--- config.mk ---
export PLATFORM = sky130hd
export DESIGN_NAME = poll_wait_engine
export DESIGN_NICKNAME = d
export VERILOG_FILES = /design/src/rtl/pw_pkg.sv /design/src/rtl/pw_cmd_capture.sv /design/src/rtl/pw_compare.sv /design/src/rtl/pw_delay.sv /design/src/rtl/poll_wait_engine.sv
export SDC_FILE = /design/constraint.sdc
export NUM_CORES = 1
export LEC_CHECK = 0
export BUFFER_PORTS_ARGS = -buffer_cell sky130_fd_sc_hd__buf_2
export CAP_MARGIN = 20
export CORE_AREA = 2 2 194 158
export DETAILED_ROUTE_END_ITERATION = 10
export DIE_AREA = 0 0 196 160
export GPL_TIMING_DRIVEN = 0
export PLACE_DENSITY = 0.77
export SLEW_MARGIN = 15
export SYNTH_ARGS = -nofsm -noshare
export SYNTH_HDL_FRONTEND = slang
export SYNTH_SLANG_ARGS = --single-unit
--- constraint.sdc ---
create_clock -name clk -period 2.9 [get_ports clk]
set_input_delay 0 -clock clk [delete_from_list [all_inputs] [get_ports clk]]
set_output_delay 0 -clock clk [all_outputs]
set_load 0.03 [all_outputs]
--- src/rtl/pw_pkg.sv ---
// Package: shared types and header field positions for the polling wait engine.
// Assumes a 32-bit command word; positions below are the mode-word layout.
package pw_pkg;

    typedef enum logic [2:0] {
        CMP_ALWAYS = 3'd0,
        CMP_LT     = 3'd1,
        CMP_LE     = 3'd2,
        CMP_EQ     = 3'd3,
        CMP_NE     = 3'd4,
        CMP_GE     = 3'd5,
        CMP_GT     = 3'd6,
        CMP_ALWAYS_ALT = 3'd7
    } cmp_fn_e;

    typedef enum logic [1:0] {
        SRC_REG = 2'd0,
        SRC_MEM = 2'd1,
        SRC_SCR = 2'd2
    } src_e;

    typedef enum logic [2:0] {
        S_IDLE    = 3'd0,
        S_COLLECT = 3'd1,
        S_ISSUE   = 3'd2,
        S_WMEM    = 3'd3,
        S_WREG    = 3'd4,
        S_EVAL    = 3'd5,
        S_DELAY   = 3'd6
    } state_e;

    typedef struct packed {
        cmp_fn_e fn;
        logic    is_signed;
        src_e    src;
    } mode_t;

    localparam int FN_LSB     = 0;
    localparam int SIGNED_BIT = 3;
    localparam int MEM_BIT    = 4;
    localparam int SCR_BIT    = 5;

    localparam int IDX_LO    = 1;
    localparam int IDX_HI    = 2;
    localparam int IDX_REF   = 3;
    localparam int IDX_MASK  = 4;
    localparam int IDX_DELAY = 5;
    localparam int LAST_LONG  = 5;
    localparam int LAST_SHORT = 3;

endpackage

--- src/rtl/pw_cmd_capture.sv ---
// Module: collects the words of one wait command into field registers.
// Assumes word_valid_i is only high when the top accepts a word; word 0 is
// the mode word (or an ignored word in the short form, chosen by short_i).
module pw_cmd_capture
    import pw_pkg::*;
#(
    parameter int DATA_W = 32
) (
    input  logic              clk,
    input  logic              rst_n,
    input  logic              word_valid_i,
    input  logic [DATA_W-1:0] word_i,
    input  logic              short_i,
    output mode_t             mode_o,
    output logic [DATA_W-1:0] addr_lo_o,
    output logic [DATA_W-1:0] addr_hi_o,
    output logic [DATA_W-1:0] ref_o,
    output logic [DATA_W-1:0] mask_o,
    output logic [DATA_W-1:0] delay_o,
    output logic              last_o
);

    localparam int IDX_W = 3;

    logic [IDX_W-1:0] idx_q;
    logic             short_q;
    logic [IDX_W-1:0] last_idx;

    // Last word index of the command currently being collected.
    always_comb begin
        last_idx = short_q ? IDX_W'(LAST_SHORT) : IDX_W'(LAST_LONG);
    end

    // A word completing the command (word 0 is never last).
    always_comb begin
        last_o = word_valid_i && (idx_q != '0) && (idx_q == last_idx);
    end

    // Word counter: advances per accepted word, wraps after the last one.
    always_ff @(posedge clk) begin
        if (!rst_n) begin
            idx_q <= '0;
        end else if (word_valid_i) begin
            if (last_o) idx_q <= '0;
            else        idx_q <= idx_q + 1'b1;
        end
    end

    // Field capture: decode mode from word 0, store payload by position.
    always_ff @(posedge clk) begin
        if (!rst_n) begin
            short_q   <= 1'b0;
            mode_o    <= '{fn: CMP_ALWAYS, is_signed: 1'b0, src: SRC_REG};
            addr_lo_o <= '0;
            addr_hi_o <= '0;
            ref_o     <= '0;
            mask_o    <= '0;
            delay_o   <= '0;
        end else if (word_valid_i) begin
            if (idx_q == '0) begin
                short_q <= short_i;
                if (short_i) begin
                    mode_o  <= '{fn: CMP_GE, is_signed: 1'b1, src: SRC_MEM};
                    mask_o  <= '1;
                    delay_o <= '0;
                end else begin
                    mode_o.fn        <= cmp_fn_e'(word_i[FN_LSB +: 3]);
                    mode_o.is_signed <= word_i[SIGNED_BIT];
                    if (word_i[MEM_BIT])      mode_o.src <= SRC_MEM;
                    else if (word_i[SCR_BIT]) mode_o.src <= SRC_SCR;
                    else                      mode_o.src <= SRC_REG;
                end
            end else begin
                case (int'(idx_q))
                    IDX_LO:    addr_lo_o <= word_i;
                    IDX_HI:    addr_hi_o <= word_i;
                    IDX_REF:   ref_o     <= word_i;
                    IDX_MASK:  mask_o    <= word_i;
                    IDX_DELAY: delay_o   <= word_i;
                    default:   ;
                endcase
            end
        end
    end

endmodule

--- src/rtl/pw_compare.sv ---
// Module: masked comparison of a polled sample against a reference.
// Purely combinational; the mask applies to the sample only.
module pw_compare
    import pw_pkg::*;
#(
    parameter int DATA_W = 32
) (
    input  cmp_fn_e           fn_i,
    input  logic              signed_i,
    input  logic [DATA_W-1:0] sample_i,
    input  logic [DATA_W-1:0] mask_i,
    input  logic [DATA_W-1:0] ref_i,
    output logic              pass_o
);

    logic [DATA_W-1:0] masked;
    logic              lt;
    logic              eq;

    // Ordering and equality of the masked sample versus the reference.
    always_comb begin
        masked = sample_i & mask_i;
        eq     = (masked == ref_i);
        if (signed_i) lt = ($signed(masked) < $signed(ref_i));
        else          lt = (masked < ref_i);
    end

    // Function select.
    always_comb begin
        case (fn_i)
            CMP_LT:  pass_o = lt;
            CMP_LE:  pass_o = lt || eq;
            CMP_EQ:  pass_o = eq;
            CMP_NE:  pass_o = !eq;
            CMP_GE:  pass_o = !lt;
            CMP_GT:  pass_o = !lt && !eq;
            default: pass_o = 1'b1;
        endcase
    end

endmodule

--- src/rtl/pw_delay.sv ---
// Module: back-off down-counter between polls.
// Assumes load_i is only raised with a non-zero value while the counter is idle.
module pw_delay #(
    parameter int CNT_W = 32
) (
    input  logic             clk,
    input  logic             rst_n,
    input  logic             load_i,
    input  logic [CNT_W-1:0] load_val_i,
    output logic             active_o,
    output logic             expire_o
);

    logic [CNT_W-1:0] cnt_q;

    // Counter: loads the back-off, then counts down to zero.
    always_ff @(posedge clk) begin
        if (!rst_n)               cnt_q <= '0;
        else if (load_i)          cnt_q <= load_val_i;
        else if (cnt_q != '0)     cnt_q <= cnt_q - 1'b1;
    end

    // Status: running while non-zero, expiring on its final cycle.
    always_comb begin
        active_o = (cnt_q != '0);
        expire_o = (cnt_q == CNT_W'(1));
    end


    no_reload_chk: assert property (@(posedge clk) disable iff (!rst_n)
        load_i |-> !active_o);


    countdown_chk: assert property (@(posedge clk) disable iff (!rst_n)
        (active_o && !load_i) |=> (cnt_q == $past(cnt_q) - 1'b1));

endmodule

--- src/rtl/poll_wait_engine.sv ---
// Module: top of the polling compare-and-wait engine.
// Collects a wait command, polls memory, scratch or a register until the
// masked comparison passes, backing off between polls. Assumes one memory
// response per request and register data one cycle after the strobe.
module poll_wait_engine
    import pw_pkg::*;
#(
    parameter int DATA_W = 32,
    parameter int SCR_N  = 8,
    parameter int REG_AW = 18
) (
    input  logic                    clk,
    input  logic                    rst_n,
    input  logic                    cmd_valid_i,
    output logic                    cmd_ready_o,
    input  logic [DATA_W-1:0]       cmd_word_i,
    input  logic                    cmd_short_i,
    output logic                    mem_req_valid_o,
    output logic [2*DATA_W-1:0]     mem_req_addr_o,
    input  logic                    mem_rsp_valid_i,
    input  logic [DATA_W-1:0]       mem_rsp_data_i,
    input  logic [SCR_N*DATA_W-1:0] scratch_i,
    output logic                    reg_rd_en_o,
    output logic [REG_AW-1:0]       reg_rd_addr_o,
    input  logic [DATA_W-1:0]       reg_rd_data_i,
    output logic                    busy_o,
    output logic                    done_o
);

    localparam int SCR_IW = $clog2(SCR_N);

    state_e            state_q;
    mode_t             mode;
    logic [DATA_W-1:0] addr_lo, addr_hi, ref_w, mask_w, delay_w;
    logic              cap_last;
    logic              word_acc;
    logic [DATA_W-1:0] sample_q;
    logic              pass;
    logic              dly_load, dly_active, dly_expire;
    logic              done_q;
    logic [DATA_W-1:0] scr_sel;

    // Handshake: words are taken only while idle or collecting.
    always_comb begin
        cmd_ready_o = (state_q == S_IDLE) || (state_q == S_COLLECT);
        word_acc    = cmd_valid_i && cmd_ready_o;
    end

    pw_cmd_capture #(.DATA_W(DATA_W)) u_cap (
        .clk          (clk),
        .rst_n        (rst_n),
        .word_valid_i (word_acc),
        .word_i       (cmd_word_i),
        .short_i      (cmd_short_i),
        .mode_o       (mode),
        .addr_lo_o    (addr_lo),
        .addr_hi_o    (addr_hi),
        .ref_o        (ref_w),
        .mask_o       (mask_w),
        .delay_o      (delay_w),
        .last_o       (cap_last)
    );

    pw_compare #(.DATA_W(DATA_W)) u_cmp (
        .fn_i     (mode.fn),
        .signed_i (mode.is_signed),
        .sample_i (sample_q),
        .mask_i   (mask_w),
        .ref_i    (ref_w),
        .pass_o   (pass)
    );

    // Back-off starts on a failing test with a non-zero count.
    always_comb begin
        dly_load = (state_q == S_EVAL) && !pass && (delay_w != '0);
    end

    pw_delay #(.CNT_W(DATA_W)) u_dly (
        .clk        (clk),
        .rst_n      (rst_n),
        .load_i     (dly_load),
        .load_val_i (delay_w),
        .active_o   (dly_active),
        .expire_o   (dly_expire)
    );

    // Scratch entry picked by the low address bits.
    always_comb begin
        scr_sel = scratch_i[addr_lo[SCR_IW-1:0]*DATA_W +: DATA_W];
    end

    // Sequencer: collect, issue a poll, wait for data, evaluate, back off.
    always_ff @(posedge clk) begin
        if (!rst_n) begin
            state_q <= S_IDLE;
        end else begin
            case (state_q)
                S_IDLE:    if (word_acc) state_q <= S_COLLECT;
                S_COLLECT: if (cap_last) state_q <= S_ISSUE;
                S_ISSUE: begin
                    case (mode.src)
                        SRC_MEM: state_q <= S_WMEM;
                        SRC_SCR: state_q <= S_EVAL;
                        default: state_q <= S_WREG;
                    endcase
                end
                S_WMEM:    if (mem_rsp_valid_i) state_q <= S_EVAL;
                S_WREG:    state_q <= S_EVAL;
                S_EVAL: begin
                    if (pass)                 state_q <= S_IDLE;
                    else if (delay_w == '0)   state_q <= S_ISSUE;
                    else                      state_q <= S_DELAY;
                end
                S_DELAY:   if (dly_expire) state_q <= S_ISSUE;
                default:   state_q <= S_IDLE;
            endcase
        end
    end

    // Sample register: takes data from whichever source the poll used.
    always_ff @(posedge clk) begin
        if (!rst_n) begin
            sample_q <= '0;
        end else begin
            if (state_q == S_ISSUE && mode.src == SRC_SCR) sample_q <= scr_sel;
            if (state_q == S_WMEM && mem_rsp_valid_i)      sample_q <= mem_rsp_data_i;
            if (state_q == S_WREG)                         sample_q <= reg_rd_data_i;
        end
    end

    // Completion pulse register.
    always_ff @(posedge clk) begin
        if (!rst_n) done_q <= 1'b0;
        else        done_q <= (state_q == S_EVAL) && pass;
    end

    // Output drive.
    always_comb begin
        mem_req_valid_o = (state_q == S_ISSUE) && (mode.src == SRC_MEM);
        mem_req_addr_o  = {addr_hi, addr_lo};
        reg_rd_en_o     = (state_q == S_ISSUE) && (mode.src == SRC_REG);
        reg_rd_addr_o   = addr_lo[REG_AW-1:0];
        busy_o          = (state_q != S_IDLE);
        done_o          = done_q;
    end


    req_excl_chk: assert property (@(posedge clk) disable iff (!rst_n)
        !(mem_req_valid_o && reg_rd_en_o));


    closed_on_req_chk: assert property (@(posedge clk) disable iff (!rst_n)
        (mem_req_valid_o || reg_rd_en_o) |-> !cmd_ready_o);


    quiet_backoff_chk: assert property (@(posedge clk) disable iff (!rst_n)
        dly_active |-> (!mem_req_valid_o && !reg_rd_en_o));


    done_idle_chk: assert property (@(posedge clk) disable iff (!rst_n)
        done_o |-> (!busy_o && cmd_ready_o));


    done_pulse_chk: assert property (@(posedge clk) disable iff (!rst_n)
        done_o |=> !done_o);


    always_true_chk: assert property (@(posedge clk) disable iff (!rst_n)
        (state_q == S_EVAL && (mode.fn == CMP_ALWAYS || mode.fn == CMP_ALWAYS_ALT)) |=> done_o);

endmodule

==> run_results.csv <==
group,metric,value,unit
run_status,status,"complete, but fails checks",
run_status,failing_checks,"negative setup slack",
floorplan,fp.coreArea,29700,um2
global_routing,global_route_wire_length_before_repair,79.2,mm
timing,hold_ws,0.0772,ns
clock_network,clock_sinks,238,
floorplan,initial_core_utilization,0.461,
timing,maximum_achievable_frequency,0.309,GHz
critical_path,worstPathArrival,3.63,ns
flow_run,cap_viol_max_count,0,
clock_network,clk_pin_slew_worst_paths,0.06,ns
global_routing,vias_in_the_first_global_route,14200,
synthesis,sequential_to_total_area_share_from_yosys_stat,0.348,
timing,final_max_slew_viol_count,0,
clock_network,cts-htree-levels,1,
timing,timing.max_slew.rel_slack,0.210,
routing,routedWlPerCell,21.1,um
timing,report.final.setup_viol,35,
layout,fin_nets,2555,
clock_network,clock_insertion_delay_worst_skew,0.52,ns
place,place_congestion,0.969,
clock_network,numCtsBuffers,24,
floorplan,io_pins,444,
timing,grt_setup_unrepaired,"yes",
synthesis,post_synth.cell_area_avg,8.69,um2
timing,max_slew.worst_pin.slew,1.18,ns
power,ir_worst_vdd,0.519,mV
layout,mostFrequentLayoutCell,"buf_2",
timing,hold_violations,0,
global_routing,grt_util_all_layers,0.327,
layout,final_cell_mix,"445 x buf_2, 393 x nand2_1, 233 x dfxtp_1, 134 x a21boi_0, 99 x dlygate4sd3_1",
timing,worst_clock_skew,0.0125,ns
layout,drive_gt1_frac,0.292,
synthesis,netlist-cell-type-count,59,
global_routing,antenna_found_initial,14,
min_path,min-delay-path-class,"in -> reg",
critical_path,worstSetupStartpointType,"flop",
place,placed_cell_area,16400,um2
floorplan,die_area,31400,um2
synthesis,synth.cell_area,13700,um2
timing,final_period_minus_worst_setup_slack,3.23,ns
clock_network,cts_max_path_buffers,3,
synthesis,dominantRegCellSynth,"dfxtp_1",
place,placed_cells,2400,
routing,dr.first_iter.drc_count,1284,
critical_path,worstSetupPathType,"reg -> reg",
routing,route.detailed.vias_per_inst,5.74,
timing,postLayoutSetupSlackWorst,-0.333,ns
layout,fin_area,18500,um2
synthesis,synth_cells,1574,
synthesis,number_of_flops_mapped_to_enable_cells_by_yosys,0,
critical_path,cp_max_fo,6,
global_routing,grt_start_max_net_pins,15,
timing,layout_worst_path_cycle_share,1.11,
power,p_leak,7.94,nW
floorplan,die_width,196,um
place,hpwlAfterDp,41.9,mm
critical_path,worst-endpoint-required,3.30,ns
routing,post-route-drc-count,0,
routing,vias,14700,
layout,area_growth,35.4,%
place,placement.io_buffers,443,
routing,1st_pass_router_iterations,6,
critical_path,critical_path.endpoint_type,"flop",
clock_network,tritoncts_clock_tree,"yes",
synthesis,asyncSetResetFlopFracSynth,0,
synthesis,synthesis.yosys.warnings,0,
clock_network,clock_tree.root_cell,"clkbuf_16",
layout,final_cells,2562,
global_routing,globalRoute.totalOverflow,0,
floorplan,row_count,57,
routing,drt-total-wl,54.1,mm
synthesis,ys_ff_latch,238,
power,power_density,664,nW/um2
routing,final_antenna_net_count,0,
synthesis,syn_nets,1974,
floorplan,height_of_the_die,160,um
-- repair_timing --
| item | in CTS | in global routing |
|---|---|---|
| pin swaps | 5 | 15 |
| hold endpoints to repair | 199 | 0 |
| endpoints found under the setup margin | 67 | 62 |
| gates resized for setup | 26 | 26 |
| cloned | 1 | 1 |
| setup buffers | 8 | 3 |
| hold buffers | 99 | 0 |
-- metal layers --
| layer | track usage | vias up | wire length (um) |
|---|---|---|---|
| met4 | 0.124 | 8 | 1840 |
| met1 | 0.448 | 7041 | 22400 |
| li1 | - | 6689 | - |
| met3 | 0.0760 | 121 | 5850 |
| met5 | 0 | - | 47 |
| met2 | 0.501 | 836 | 24000 |
-- registers in the layout (all words and copies together) (netlist names) --
name             flops
done_o               1
sample_q            32
state_q              3
u_cap.addr_hi_o     32
u_cap.addr_lo_o     32
u_cap.delay_o       32
u_cap.idx_q          3
u_cap.mask_o        32
u_cap.mode_o         6
u_cap.ref_o         32
u_cap.short_q        1
u_dly.cnt_q         32
-- Yosys cell counts (all sizes together) (2+ instances only) --
master / number / area share
nor3b: 3 / 0.0020
nor2b: 9 / 0.0041
a2111o: 2 / 0.0016
o2111ai: 3 / 0.0019
nand3: 52 / 0.019
o211ai: 41 / 0.022
nor2: 57 / 0.016
inv: 40 / 0.011
ha: 43 / 0.039
nand2b: 7 / 0.0032
a21boi: 134 / 0.074
buf: 37 / 0.016
clkbuf: 100 / 0.027
nand4b: 4 / 0.0026
or4: 4 / 0.0027
nand2: 393 / 0.11
o31ai: 3 / 0.0027
o21ai: 58 / 0.021
or2: 2 / 0.00091
dfxtp: 238 / 0.35
o21a: 3 / 0.0016
and2: 41 / 0.019
mux2i: 59 / 0.043
nor3: 14 / 0.0059
nor4: 15 / 0.0089
mux4: 64 / 0.11
xnor2: 10 / 0.0064
o211a: 68 / 0.050
nand4: 11 / 0.0050
or3: 12 / 0.0055
a221oi: 2 / 0.0013
a21oi: 16 / 0.0059
xor2: 16 / 0.010
-- worst max-delay path, cell delays in order, from the launching register on --
cell and delay, ns:
dfxtp_2 0.32, and2_4 0.16, ha_4 0.26, nand4_1 0.20, or4_4 0.65, nand2b_4 0.17
and2_4 0.15, o211ai_1 0.19, nand4_1 0.17, o31ai_4 0.25, buf_12 0.17, nor2_4 0.08
clkbuf_16 0.22, mux2i_1 0.12
-- per-stage QoR --
stage	power [W]	setup slack, ns	util	setup TNS (ns)
after CTS	0.0121	-0.207	0.620	-6.07
final	0.0123	-0.333	0.625	-9.86
after detailed placement	0.00875	-0.503	0.553	-19.55
after global routing	0.0129	-0.350	0.625	-10.76
after floorplan	0.00736	-0.0344	-	-0.638
after global placement	0.00857	-0.432	0.553	-15.87
-- path summary, 6_finish.rpt --
check,startpoint,end,slack [ns],depth (start not counted)
max,u_cap.mask_o[25]$_SDFFE_PN0P_,u_dly.cnt_q[10]$_SDFFE_PN0P_,-0.33,13
max reg2reg,u_cap.mask_o[25]$_SDFFE_PN0P_,u_dly.cnt_q[10]$_SDFFE_PN0P_,-0.33,13
min reg2reg,u_cap.addr_hi_o[18]$_SDFFE_PN0P_,u_cap.addr_hi_o[18]$_SDFFE_PN0P_,0.46,2
min,mem_rsp_valid_i,state_q[0]$_SDFFE_PN0P_,0.08,5
-- cell type report --
type / count / area (um2)
Inverter: 40 / 150
Buffer: 137 / 646
Clock buffer: 32 / 712
Sequential cell: 238 / 4770
Clock inverter: 10 / 77.6
Timing Repair Buffer: 555 / 3360
Fill cell: 2600 / 11100
Multi-Input combinational cell: 1159 / 8310
Tap cell: 383 / 479
Antenna cell: 8 / 20.0
-- power by group --
part	switching [W]	total, W	internal [W]
clock network	0.00133	0.00313	0.00181
registers	0.000477	0.00430	0.00382
logic	0.00283	0.00488	0.00205
-- kinds of logic (layout without fill, tap and decap cells) --
| kind of cell | count (synthesis) | in the layout | synth area share |
|---|---|---|---|
| compound gates | 338 | 338 | 0.187 |
| xor+xnor | 26 | 26 | 0.0166 |
| fa+ha+maj | 43 | 43 | 0.0393 |
| buf+inv | 177 | 774 | 0.0546 |
| flops | 238 | 238 | 0.348 |
| mux | 123 | 123 | 0.149 |
| other cells | 0 | 8 | 0 |
| simple gates | 629 | 629 | 0.206 |
Note: power is estimated with default switching activity, not from simulation.
